$ cat config.mk
export PLATFORM = sky130hd
export DESIGN_NAME = noise_meter
export DESIGN_NICKNAME = d
export VERILOG_FILES = /design/src/rtl/nm_pkg.sv /design/src/rtl/nm_mag.sv /design/src/rtl/nm_accum.sv /design/src/rtl/nm_regif.sv /design/src/rtl/noise_meter.sv
export SDC_FILE = /design/constraint.sdc
export NUM_CORES = 1
export LEC_CHECK = 0
export ABC_AREA = 1
export BUFFER_PORTS_ARGS = -buffer_cell sky130_fd_sc_hd__buf_2
export CAP_MARGIN = 10
export CORE_ASPECT_RATIO = 1.2
export CORE_MARGIN = 1.5
export CORE_UTILIZATION = 30
export DETAILED_ROUTE_END_ITERATION = 12
export PLACE_DENSITY_LB_ADDON = 0.15
export SYNTH_ARGS = -nofsm -noshare
export SYNTH_HDL_FRONTEND = slang
export SYNTH_SLANG_ARGS = --single-unit
$ cat constraint.sdc
create_clock -name clk -period 3.2 [get_ports clk]
set_input_delay 0.64 -clock clk [delete_from_list [all_inputs] [get_ports clk]]
set_output_delay 0.64 -clock clk [all_outputs]
set_load 0.02 [all_outputs]
$ cat src/rtl/nm_pkg.sv
package nm_pkg;
  // visible slice of the running total: two bytes
  localparam int NM_VIS_W = 16;

  typedef enum logic [1:0] {
    BUS_IDLE  = 2'd0,
    BUS_LO_RD = 2'd1,
    BUS_HI_RD = 2'd2,
    BUS_BREAK = 2'd3
  } bus_kind_e;
endpackage

$ cat src/rtl/nm_mag.sv
module nm_mag #(
  parameter int ERR_W = 12
) (
  input  logic signed [ERR_W-1:0] err,
  output logic        [ERR_W-1:0] mag
);
  logic [ERR_W-1:0] err_u;

  always_comb begin
    err_u = err;
    if (err_u[ERR_W-1]) mag = ~err_u + {{(ERR_W-1){1'b0}}, 1'b1};
    else                mag = err_u;
  end

  always_comb begin
    AST_MAG_SIGN: assert (err_u[ERR_W-1] || (mag == err_u));
  end
endmodule

$ cat src/rtl/nm_accum.sv
module nm_accum #(
  parameter int ERR_W = 12,
  parameter int ACC_W = 32,
  parameter int TMR_W = 16,
  parameter int VIS_W = 16
) (
  input  logic             clk,
  input  logic             rst,
  input  logic             stb,
  input  logic [ERR_W-1:0] mag,
  input  logic [TMR_W-1:0] win_len,
  output logic [VIS_W-1:0] vis
);
  localparam int SUM_W = ACC_W + 1;

  logic [ACC_W-1:0] acc_q;
  logic [TMR_W-1:0] tmr_q;
  logic [SUM_W-1:0] sum;
  logic [ACC_W-1:0] sat;
  logic             win_end;

  always_comb begin
    sum     = {1'b0, acc_q} + {{(SUM_W-ERR_W){1'b0}}, mag};
    sat     = sum[ACC_W] ? {ACC_W{1'b1}} : sum[ACC_W-1:0];
    win_end = stb && (tmr_q == '0);
  end

  always_ff @(posedge clk) begin
    if (rst) begin
      acc_q <= '0;
      tmr_q <= win_len;
      vis   <= '0;
    end else if (stb) begin
      if (win_end) begin
        vis   <= sat[ACC_W-1 -: VIS_W];
        acc_q <= '0;
        tmr_q <= win_len;
      end else begin
        acc_q <= sat;
        tmr_q <= tmr_q - 1'b1;
      end
    end
  end

  AST_ACC_RESTART: assert property (@(posedge clk) disable iff (rst)
    win_end |=> (acc_q == '0));
  AST_TMR_RELOAD: assert property (@(posedge clk) disable iff (rst)
    win_end |=> (tmr_q == $past(win_len)));
  AST_NO_OVERFLOW: assert property (@(posedge clk) disable iff (rst)
    (stb && !win_end) |=> (acc_q >= $past(acc_q)));
  AST_IDLE_HOLD: assert property (@(posedge clk) disable iff (rst)
    !stb |=> ($stable(acc_q) && $stable(tmr_q) && $stable(vis)));
endmodule

$ cat src/rtl/nm_regif.sv
module nm_regif
  import nm_pkg::*;
#(
  parameter int ADDR_W  = 8,
  parameter int VIS_W   = 16,
  parameter int RNG_LO  = 'h40,
  parameter int RNG_HI  = 'h5F,
  parameter int LO_ADDR = 'h50,
  parameter int HI_ADDR = 'h51
) (
  input  logic              clk,
  input  logic              rst,
  input  logic              rd,
  input  logic              wr,
  input  logic [ADDR_W-1:0] addr,
  input  logic [VIS_W-1:0]  live,
  output logic [7:0]        rdata
);
  localparam logic [ADDR_W-1:0] A_RLO = ADDR_W'(RNG_LO);
  localparam logic [ADDR_W-1:0] A_RHI = ADDR_W'(RNG_HI);
  localparam logic [ADDR_W-1:0] A_LO  = ADDR_W'(LO_ADDR);
  localparam logic [ADDR_W-1:0] A_HI  = ADDR_W'(HI_ADDR);

  bus_kind_e  kind;
  logic       in_rng;
  logic       pend_q;
  logic [7:0] shadow_q;

  always_comb begin
    in_rng = (addr >= A_RLO) && (addr <= A_RHI);
    if (rd && addr == A_LO)           kind = BUS_LO_RD;
    else if (rd && addr == A_HI)      kind = BUS_HI_RD;
    else if ((rd || wr) && in_rng)    kind = BUS_BREAK;
    else                              kind = BUS_IDLE;
  end

  always_ff @(posedge clk) begin
    if (rst) begin
      pend_q   <= 1'b0;
      shadow_q <= '0;
      rdata    <= '0;
    end else begin
      case (kind)
        BUS_LO_RD: begin
          rdata    <= live[7:0];
          shadow_q <= live[15:8];
          pend_q   <= 1'b1;
        end
        BUS_HI_RD: begin
          rdata  <= pend_q ? shadow_q : live[15:8];
          pend_q <= 1'b0;
        end
        BUS_BREAK: begin
          pend_q <= 1'b0;
          if (rd) rdata <= '0;
        end
        default: begin
          if (rd) rdata <= '0;
        end
      endcase
    end
  end

  AST_LO_ARM: assert property (@(posedge clk) disable iff (rst)
    (kind == BUS_LO_RD) |=> (pend_q && shadow_q == $past(live[15:8])));
  AST_HI_SHADOW: assert property (@(posedge clk) disable iff (rst)
    (kind == BUS_HI_RD && pend_q) |=> (rdata == $past(shadow_q) && !pend_q));
  AST_PAIR_BREAK: assert property (@(posedge clk) disable iff (rst)
    (kind == BUS_BREAK) |=> !pend_q);
  AST_OUTSIDE_KEEP: assert property (@(posedge clk) disable iff (rst)
    ((rd || wr) && !in_rng) |=> (pend_q == $past(pend_q)));
  AST_RDATA_HOLD: assert property (@(posedge clk) disable iff (rst)
    !rd |=> $stable(rdata));
endmodule

$ cat src/rtl/noise_meter.sv
module noise_meter
  import nm_pkg::*;
#(
  parameter int ERR_W   = 12,
  parameter int ACC_W   = 32,
  parameter int TMR_W   = 16,
  parameter int ADDR_W  = 8,
  parameter int RNG_LO  = 'h40,
  parameter int RNG_HI  = 'h5F,
  parameter int LO_ADDR = 'h50,
  parameter int HI_ADDR = 'h51
) (
  input  logic                    clk,
  input  logic                    rst,
  input  logic                    sym_stb,
  input  logic signed [ERR_W-1:0] err_smp,
  input  logic [TMR_W-1:0]        win_len,
  input  logic [ADDR_W-1:0]       bus_addr,
  input  logic                    bus_rd,
  input  logic                    bus_wr,
  output logic [7:0]              bus_rdata
);
  localparam int VIS_W = NM_VIS_W;

  logic [ERR_W-1:0] mag;
  logic [VIS_W-1:0] vis;

  nm_mag #(.ERR_W(ERR_W)) u_mag (
    .err (err_smp),
    .mag (mag)
  );

  nm_accum #(
    .ERR_W (ERR_W),
    .ACC_W (ACC_W),
    .TMR_W (TMR_W),
    .VIS_W (VIS_W)
  ) u_acc (
    .clk     (clk),
    .rst     (rst),
    .stb     (sym_stb),
    .mag     (mag),
    .win_len (win_len),
    .vis     (vis)
  );

  nm_regif #(
    .ADDR_W  (ADDR_W),
    .VIS_W   (VIS_W),
    .RNG_LO  (RNG_LO),
    .RNG_HI  (RNG_HI),
    .LO_ADDR (LO_ADDR),
    .HI_ADDR (HI_ADDR)
  ) u_reg (
    .clk   (clk),
    .rst   (rst),
    .rd    (bus_rd),
    .wr    (bus_wr),
    .addr  (bus_addr),
    .live  (vis),
    .rdata (bus_rdata)
  );

  initial begin
    AST_ACC_WIDER: assert (ACC_W > ERR_W + 1 && ACC_W >= VIS_W);
  end
endmodule

Word level (Yosys, flattened, before mapping)
Cells that the tools add are included.
{ "totals": {"word_cells": 42, "input_bits": 41, "reg_bits": 81, "output_inout_bits": 8} }
{ "op_classes": {"n_bitwise": 1, "n_reduce_logical": 12, "eq_ne": 5, "magnitude_cmp": 2, "n_mux": 13, "add_sub_neg": 3} }
{ "ops": {"columns": ["cell", "n"], "rows": [
  ["2-to-1 mux 32 bit", 2],
  ["2-to-1 mux 16 bit", 3],
  ["adder 32 x 12 -> 33 bit", 1],
  ["== test 8 x 7 -> 1 bit, second input constant", 2],
  ["zero test 16 bit", 1],
  ["2-to-1 mux 8 bit", 2],
  ["case mux 8 bit (2 select lines)", 1],
  ["subtractor 16 x 1 -> 16 bit, second input constant", 1],
  ["adder 12 x 1 -> 12 bit, second input constant", 1],
  ["2-to-1 mux 12 bit", 1],
  ["NOT 12 bit", 1],
  ["greater-or-equal comparator 8 x 7 -> 1 bit, second input constant", 1],
  ["<= comparator 8 x 7 -> 1 bit, second input constant", 1],
  ["2-to-1 mux 2 bit", 3],
  ["logical AND 1 bit", 5],
  ["== test 2 bit, second input constant", 2],
  ["nonzero test 2 bit", 2],
  ["nonzero test 3 bit", 1],
  ["== test 2 x 1 -> 1 bit, second input constant", 1],
  ["case mux 1 bit (2 select lines)", 1],
  ["AND reduction 2 bit", 1],
  ["OR reduction 2 bit", 1],
  ["logical OR 1 bit", 1]
]} }

Depth between registers and ports, before layout
Gate-level depths: netlist of run 1.
{ "logic_depth": {"word_depth": 9, "ltp_mapped": 21, "ltp_nobuf": 21} }

Modules after synthesis
Synthesis of run 1 repeated with hierarchy kept, for this count alone.
{ "hier_totals": {"cells_unflattened": 838, "area_unflattened_um2": 5460.2} }
{ "by_module_without_submodules": {"columns": ["mod", "instances", "cells_each", "area_per_inst_um2"], "rows": [
  ["nm_accum", 1, 660, 4309.1],
  ["nm_regif", 1, 120, 855.8],
  ["nm_mag", 1, 58, 295.3]
]} }

Least setup slack after synthesis of run 1
Ideal clock, no wire load.
{ "synth_path": {"path_kind": "in2reg", "from": "in err_smp[1]", "to": "reg u_acc.acc_q[2]", "path_slack_ns": 0.461, "n_path_buf": 1, "t_arrival_ns": 2.680, "path_stages": 17, "cell_sequence": "nor3_1 > nand4_1 > nand2_1 > o21ai_0 > xor2_1 > ha_1 > nand2_1 > inv_1 > nand2_1 > inv_1 > nand3_1 > nand3_2 > buf_4 > nand3_1 > nor2_2 > o21ai_0 > nand2_1"} }
{ "synth_between": {"elab_chain_cells": 6} }
{ "synth_rtl": {"columns": ["item", "line", "text"], "rows": [
  ["start, declared", "noise_meter.sv:16", "input logic signed [ERR_W-1:0] err_smp,"],
  ["NOT 12 bit", "nm_mag.sv:11", "if (err_u[ERR_W-1]) mag = ~err_u + {{(ERR_W-1){1'b0}}, 1'b1};"],
  ["adder 12 x 1 -> 12 bit", "nm_mag.sv:11", null],
  ["2-to-1 mux 12 bit *", "nm_mag.sv:11", null],
  ["adder 32 x 12 -> 33 bit *", "nm_accum.sv:23", "sum = {1'b0, acc_q} + {{(SUM_W-ERR_W){1'b0}}, mag};"],
  ["2-to-1 mux 32 bit *", "nm_accum.sv:24", "sat = sum[ACC_W] ? {ACC_W{1'b1}} : sum[ACC_W-1:0];"],
  ["2-to-1 mux 32 bit *", "nm_accum.sv:34", "if (win_end) begin"],
  ["end signal, assigned", "nm_accum.sv:39", "acc_q <= sat;"],
  ["end, declared", "nm_accum.sv:16", "logic [ACC_W-1:0] acc_q;"]
]} }
Mark *: on every way between the ends. The rest lies on a longest branch, timed or not.
A chain may end at the register's enable or synchronous reset.

Worst setup path after layout of run 1
{ "layout_path": {"from": "in err_smp[1]", "to": "reg u_acc.acc_q[21]"} }
The elaborated chain is that of the path after synthesis.

==> results of run 1 <==
power by group through the flow:
| stage | Combinational [uW] | Sequential (uW) | Clock [uW] |
|---|---|---|---|
| 4_1_cts | 616 | 1150 | 1250 |
| 3_3_place_gp | 614 | 1170 | 0 |
| 5_1_grt | 703 | 1150 | 1290 |
| 3_5_place_dp | 613 | 1170 | 0 |
| 2_1_floorplan | 437 | 1160 | 0 |
| 6_report | 604 | 1150 | 1210 |
layer usage:
layer	GRT usage, %	part of all wire, %
met1	19.63	46
met2	29.51	50
met3	2.574	2.7
met4	4.489	1.4
met5	0	0
final timing paths:
path                       start         endpoint  slack [ps]
setup / recovery      err_smp[1]  u_acc.acc_q[21]         370
hold / removal      u_acc.vis[4]     u_acc.vis[4]         460
setup reg to reg  u_acc.tmr_q[0]   u_acc.tmr_q[7]         830
hold reg to reg     u_acc.vis[4]     u_acc.vis[4]         460
Yosys cell counts, drive strengths merged:
library cell  count
nor3b             2
nor3             11
edfxtp           16
o21ai            51
buf              13
a21oi            27
ha               14
nand4            11
nand3            62
or2               3
clkbuf            5
dfxtp            65
inv             110
mux2              1
nand2           325
nor2             72
xnor2            17
fa                1
a21boi            1
nor4              1
xor2             14
mux2i             3
nand3b            3
worst max-delay path: cells and delay by family:
| family | cells | cell delay, ps |
|---|---|---|
| buffers and inverters | 4 | 480 |
| and+or+nand+nor | 10 | 1380 |
| adders and majority gates | 1 | 260 |
| AOI/OAI and AO/OA | 2 | 270 |
cells by family after synthesis:
| family | synth area share (%) |
|---|---|
| XOR/XNOR | 5.021 |
| adder cells (fa/ha/maj) | 3.609 |
| AO/OA/AOI/OAI | 7.497 |
| flip-flops | 32.95 |
| AND/OR/NAND/NOR | 40.07 |
| multiplexers | 0.7635 |
| buffers and inverters | 10.09 |
stage by stage:
stage	power, uW	setup WS [ps]
floorplan	1596	460.8
global placement	1782	-62.74
detailed placement	1781	-87.49
CTS	3012	275.0
global route	3149	5.449
finish	2964	369.3
cell type report:
cell class / count / area share [%]
inverters: 110 / 6.496
well taps: 220 / 4.331
multi-input cells: 619 / 48.50
flip-flops and latches: 81 / 28.03
clock buffers: 10 / 3.602
clock inverters: 6 / 1.791
repair buffers: 74 / 7.244
registers in the layout, summed over array words and instances, names as in the netlist:
| name | count |
|---|---|
| u_reg.rdata | 8 |
| u_acc.vis | 16 |
| u_acc.tmr_q | 16 |
| u_reg.shadow_q | 8 |
| u_acc.acc_q | 32 |
| u_reg.pend_q | 1 |
==> flow_metrics.env, run 1 <==
export IMPL_status="finished clean"
export IMPL_swShare_pct=28.99
export IMPL_worstPathRequired_ps=3420
export IMPL_yosysUniqueCellTypes=40
export IMPL_syn_num_nets=884
export IMPL_antenna_found_initial=0
export IMPL_placed_cell_area_um2=6013
export IMPL_diodes=0
export IMPL_grt_pass1_wl_mm=24.45
export IMPL_internal_power_uw=2105
export IMPL_drc_errors=0
export IMPL_track_usage_pct=16.18
export IMPL_synth_seq_area_share_pct=32.95
export IMPL_cts_buffers=9
export IMPL_clockPowerShare_pct=41.0
export IMPL_period_minus_slack_ps=2831
export IMPL_path_class="in -> reg"
export IMPL_cts_root_buf="clkbuf_16"
export IMPL_post_drt_wl_per_cell_um=12.89
export IMPL_clk_pin_slew_ps=70
export IMPL_synth_top_cell_by_area="dfxtp_1"
export IMPL_max_slew_margin_rel_pct=68.00
export IMPL_period_share_pct=88.46
export IMPL_clock_latency_ps=340
export IMPL_rows=53
export IMPL_fmax_ghz=0.3533
export IMPL_slowest_stage="nor4_1"
export IMPL_crit_path_start_kind="input pin"
export IMPL_grt_overflow_total=0
export IMPL_dpl_hpwl_mm=11.25
export IMPL_die_width_um=125.6
export IMPL_num_io_pins=49
export IMPL_final_common_cell="nand2_1"
export IMPL_post_cts_setup_buffer_count=0
export IMPL_dp_cells=1104
export IMPL_rsz0062_at_grt="false"
export IMPL_drive_gt1_share_pct=14.56
export IMPL_syn2layout_area_growth_pct=17.54
export IMPL_max_cap_violations=0
export IMPL_crit_top_cell="nand2_1"
export IMPL_cts_resized=0
export IMPL_ys_ff_latch=81
export IMPL_synth_top_cell_area_share_pct=24.06
export IMPL_nets=951
export IMPL_tns_ps=0
export IMPL_slew_viol_final=0
export IMPL_multi_input_area_um2=3083
export IMPL_die_y_um=150.1
export IMPL_postSynthAreaPerCell_um2=6.531
export IMPL_place_gp_congestion=0.8443
export IMPL_drt_iter0_markers=213
export IMPL_vias=5096
export IMPL_crit_chain="buf_2 > nor3_1 > nand4_1 > nor4_1 > buf_4 > ha_1 > buf_4 > nand2_1 > inv_1 > nand2_1 > nand2_1 > a21oi_1 > nand2_1 > nand3_1 > nand3_1 > nand2_1 > o21ai_0"
export IMPL_comb_power_share_pct=20.4
export IMPL_mostFrequentLayoutCells="nand2_1 (320), inv_1 (106), dfxtp_1 (65)"
export IMPL_hold_path_class="reg -> reg"
export IMPL_start_util_pct=30.77
export IMPL_skew_ps=4.652
export IMPL_critPathArrivalTime_ps=3050
export IMPL_hold_buffers=0
export IMPL_hold_depth=2
export IMPL_critPathMaxStageDelay_ps=290
export IMPL_tightest_slew_ps=479.4
export IMPL_dr_pass1_iters=4
export IMPL_wl_mm=14.44
export IMPL_cts_tree="built"
export IMPL_ir_drop_mv=0.2285
export IMPL_r2r_cells=9
export IMPL_htreeDepth=3
export IMPL_synth_cells=828
export IMPL_pwr_share_seq_pct=38.6
export IMPL_synth_area_leaders="dfxtp_1 (24%), nand2_1 (22%), edfxtp_1 (8.9%)"
export IMPL_cts_sinks=81
export IMPL_crit_fanout=4
export IMPL_cts_buffer_depth=2
export IMPL_power_density_nw_per_um2=466.4
export IMPL_num_fill_cells=1911
export IMPL_setup_viol=0
export IMPL_endpoint_kind="register"
export IMPL_viasPerCell=4.550
export IMPL_fin_util_pct=36.17
export IMPL_netlist_area_um2=5408
export IMPL_grt_pass1_vias=4993
export IMPL_port_buffers=48
export IMPL_ys_warn_count=0
export IMPL_ant_nets=0
export IMPL_fin_cells=1120
export IMPL_core_um2=17570
export IMPL_hold_viol=0
export IMPL_postLayoutCellArea_um2=6356
export IMPL_seq_area_um2=1782
export IMPL_p_leak_uw=0.003169
export IMPL_grt_max_degree=26
export IMPL_dieArea_um2=18840
export IMPL_p_switching_uw=859.2
export IMPL_holdWs_ps=461.1
No activity file was read; power rests on OpenSTA's default activity.
==> inputs of run 2 (changes only) <==
- ABC_AREA: 1 -> unset
- MAX_ROUTING_LAYER: unset -> met4
==> run 2 against run 1 <==
  * The flow now finishes with violations (negative setup slack)
  * Synthesized cell count shrank 29%
  * Critical endpoint is now u_acc.acc_q[18]
  * Highest routed layer unchanged
  * Largest cell class unchanged
  * Worst setup slack lost 640 ps
  * Sequential power is essentially flat
==> flow_metrics.env, run 2 <==
export IMPL_nets=748
export IMPL_synth_cells=588
export IMPL_clk_pin_slew_ps=60
export IMPL_largest_reg_flops=32
export IMPL_ant_nets=0
export IMPL_grt_pass1_wl_mm=22.22
export IMPL_synth_ff_type="dfxtp_1"
export IMPL_reg_largest_list="u_acc.acc_q (32), u_acc.tmr_q (16), u_acc.vis (16)"
export IMPL_p_leak_uw=0.002382
export IMPL_netlist_area_um2=4783
export IMPL_htreeDepth=3
export IMPL_worstPathRequired_ps=3440
export IMPL_grt_overflow_total=0
export IMPL_synth_top_cell_by_area="dfxtp_1"
export IMPL_power_density_nw_per_um2=445.8
export IMPL_track_usage_pct=17.00
export IMPL_yosysMostFrequentCell="a21oi_1"
export IMPL_syn_num_nets=644
export IMPL_ys_warn_count=0
export IMPL_post_drt_wl_per_cell_um=15.13
export IMPL_cts_buffer_depth=2
export IMPL_synth_top_cell_area_share_pct=27.20
export IMPL_skew_ps=9.120
export IMPL_dr_pass1_iters=4
export IMPL_dp_cells=880
export IMPL_diodes=0
export IMPL_final_common_cell="dfxtp_1"
export IMPL_synth_seq_area_share_pct=37.25
export IMPL_period_minus_slack_ps=3471
export IMPL_largest_register="u_acc.acc_q"
export IMPL_mostFrequentLayoutCells="dfxtp_1 (65), buf_4 (63), nand2_1 (61)"
export IMPL_die_width_um=118.3
export IMPL_rsz0062_at_grt="true"
export IMPL_total_power_uw=2910
export IMPL_syn2layout_area_growth_pct=36.46
export IMPL_cts_sinks=81
export IMPL_postSynthAreaPerCell_um2=8.135
export IMPL_viasPerCell=5.090
export IMPL_pre_cts_ws_ps=-792.7
export IMPL_synth_edff_count=16
export IMPL_synth_area_leaders="dfxtp_1 (27%), edfxtp_1 (10%), a21oi_1 (7.8%)"
export IMPL_core_um2=15580
export IMPL_dpl_hpwl_mm=9.815
export IMPL_setup_viol=48
export IMPL_fin_cells=905
export IMPL_place_gp_congestion=0.8588
export IMPL_ys_async_sr_fraction_pct=0
export IMPL_violations="negative setup slack"
export IMPL_clock_latency_ps=350
export IMPL_hold_path_class="reg -> reg"
export IMPL_wl_mm=13.69
export IMPL_crit_fanout=7
export IMPL_max_slew_margin_rel_pct=28.84
export IMPL_drc_errors=0
export IMPL_cts_tree="built"
export IMPL_status="finished, violations left"
export IMPL_rows=50
export IMPL_crit_path_start_kind="input pin"
export IMPL_endpoint_kind="register"
export IMPL_start_util_pct=30.71
export IMPL_yosysUniqueCellTypes=60
export IMPL_ir_drop_mv=0.2679
export IMPL_critPathArrivalTime_ps=3710
export IMPL_hold_viol=0
export IMPL_cts_buffers=9
export IMPL_num_io_pins=49
export IMPL_period_share_pct=108.5
export IMPL_ys_ff_latch=81
export IMPL_port_buffers=48
export IMPL_drive_gt1_share_pct=30.99
export IMPL_max_cap_violations=0
export IMPL_grt_max_degree=38
export IMPL_antenna_found_initial=0
export IMPL_dieArea_um2=16710
export IMPL_holdWs_ps=449.3
export IMPL_grt_pass1_vias=4472
export IMPL_vias=4606
export IMPL_fin_ws_ps=-270.8
export IMPL_cts_root_buf="clkbuf_16"
export IMPL_fmax_ghz=0.2881
export IMPL_path_class="in -> reg"
export IMPL_synth_common_cells="a21oi_1 (75), dfxtp_1 (65), nand2_1 (61)"
export IMPL_drt_iter0_markers=240
export IMPL_slew_viol_final=0
export IMPL_tightest_slew_ps=1067
export IMPL_die_y_um=141.3
## run 2: changes by cell type after synthesis, sizes merged, moves of 8 or more
| cell | change |
|---|---|
| a21oi | +48 |
| o2bb2ai | +11 |
| nor2 | -25 |
| xor2 | -9 |
| clkbuf | +12 |
| nand2 | -264 |
| nand3 | -33 |
| inv | -85 |
| a211oi | +11 |
| mux2i | +8 |
| or3 | +16 |
## run 2: power breakdown
| group | leakage, uW | switching, uW | total, uW | internal [uW] |
|---|---|---|---|---|
| Sequential | 0.000685 | 37.4 | 1130 | 1100 |
| Clock | 0.000157 | 458 | 1130 | 677 |
| Combinational | 0.00154 | 325 | 642 | 317 |
| Total | 0.00238 | 820 | 2910 | 2090 |
## run 2: final cells by class
type | count | area [um^2]
clock buffer | 11 | 264.0
clock inverter | 5 | 60.06
fill | 1557 | 9050
inverter | 26 | 115.1
multi-input combinational | 454 | 3171
sequential | 81 | 1782
tap | 208 | 260.3
timing repair buffer | 120 | 875.8
## run 2: critical path: stages
cell and delay [ps]:
buf_12 110, inv_12 40, ha_4 130, nand2b_4 50, or4_4 410, or2_4 260, o41ai_4 220, xnor2_1 110
ha_1 350, a21o_1 210, a221o_2 430, o211ai_1 240, buf_4 190, o21ai_1 70, a22o_1 230
## run 2: per-layer routing
layer / up-vias / routed length [um] / track usage [%]
met5: - / 0 / -
li1: 2371 / - / -
met2: 67 / 6858 / 29.38
met3: 16 / 461 / 3.014
met1: 2152 / 6132 / 20.20
met4: 0 / 241 / 5.135
## run 2: path summary, 6_finish.rpt
| kind | startpoint | end | slack (ps) | cells past startpoint |
|---|---|---|---|---|
| worst max-delay path | err_smp[0] | u_acc.acc_q[18] | -270 | 15 |
| worst min-delay path | u_acc.acc_q[2] | u_acc.acc_q[2] | 450 | 2 |
| worst max register to register | u_acc.tmr_q[9] | u_acc.acc_q[20] | 130 | 6 |
| worst min register to register | u_acc.acc_q[2] | u_acc.acc_q[2] | 450 | 2 |
## run 2: repair_timing
item / 4_1_cts / 5_1_grt
endpoints found under the setup margin: 48 / 48
gates cloned: 1 / 1
pin swaps: 10 / 15
buffers inserted: 4 / 3
resized for setup: 33 / 29
hold buffers: 0 / 0
## run 2: cells by family after synthesis
| logic type | after synthesis | share of synthesized area [%] |
|---|---|---|
| compound gates | 193 | 25.03 |
| xor+xnor | 29 | 5.310 |
| fa+ha+maj | 15 | 4.081 |
| buf+inv | 54 | 4.760 |
| flops | 81 | 37.25 |
| mux | 13 | 2.773 |
| simple gates | 203 | 20.80 |
## run 2: per-stage QoR
stage / utilization, % / TNS (ps) / cell area [um^2]
after floorplan: - / -14250 / 5010
after global placement: 37.68 / -31140 / 5869
after detailed placement: 37.68 / -34210 / 5869
after CTS: 41.01 / -9983 / 6389
after global routing: 41.90 / -14520 / 6528
final: 41.90 / -9151 / 6528
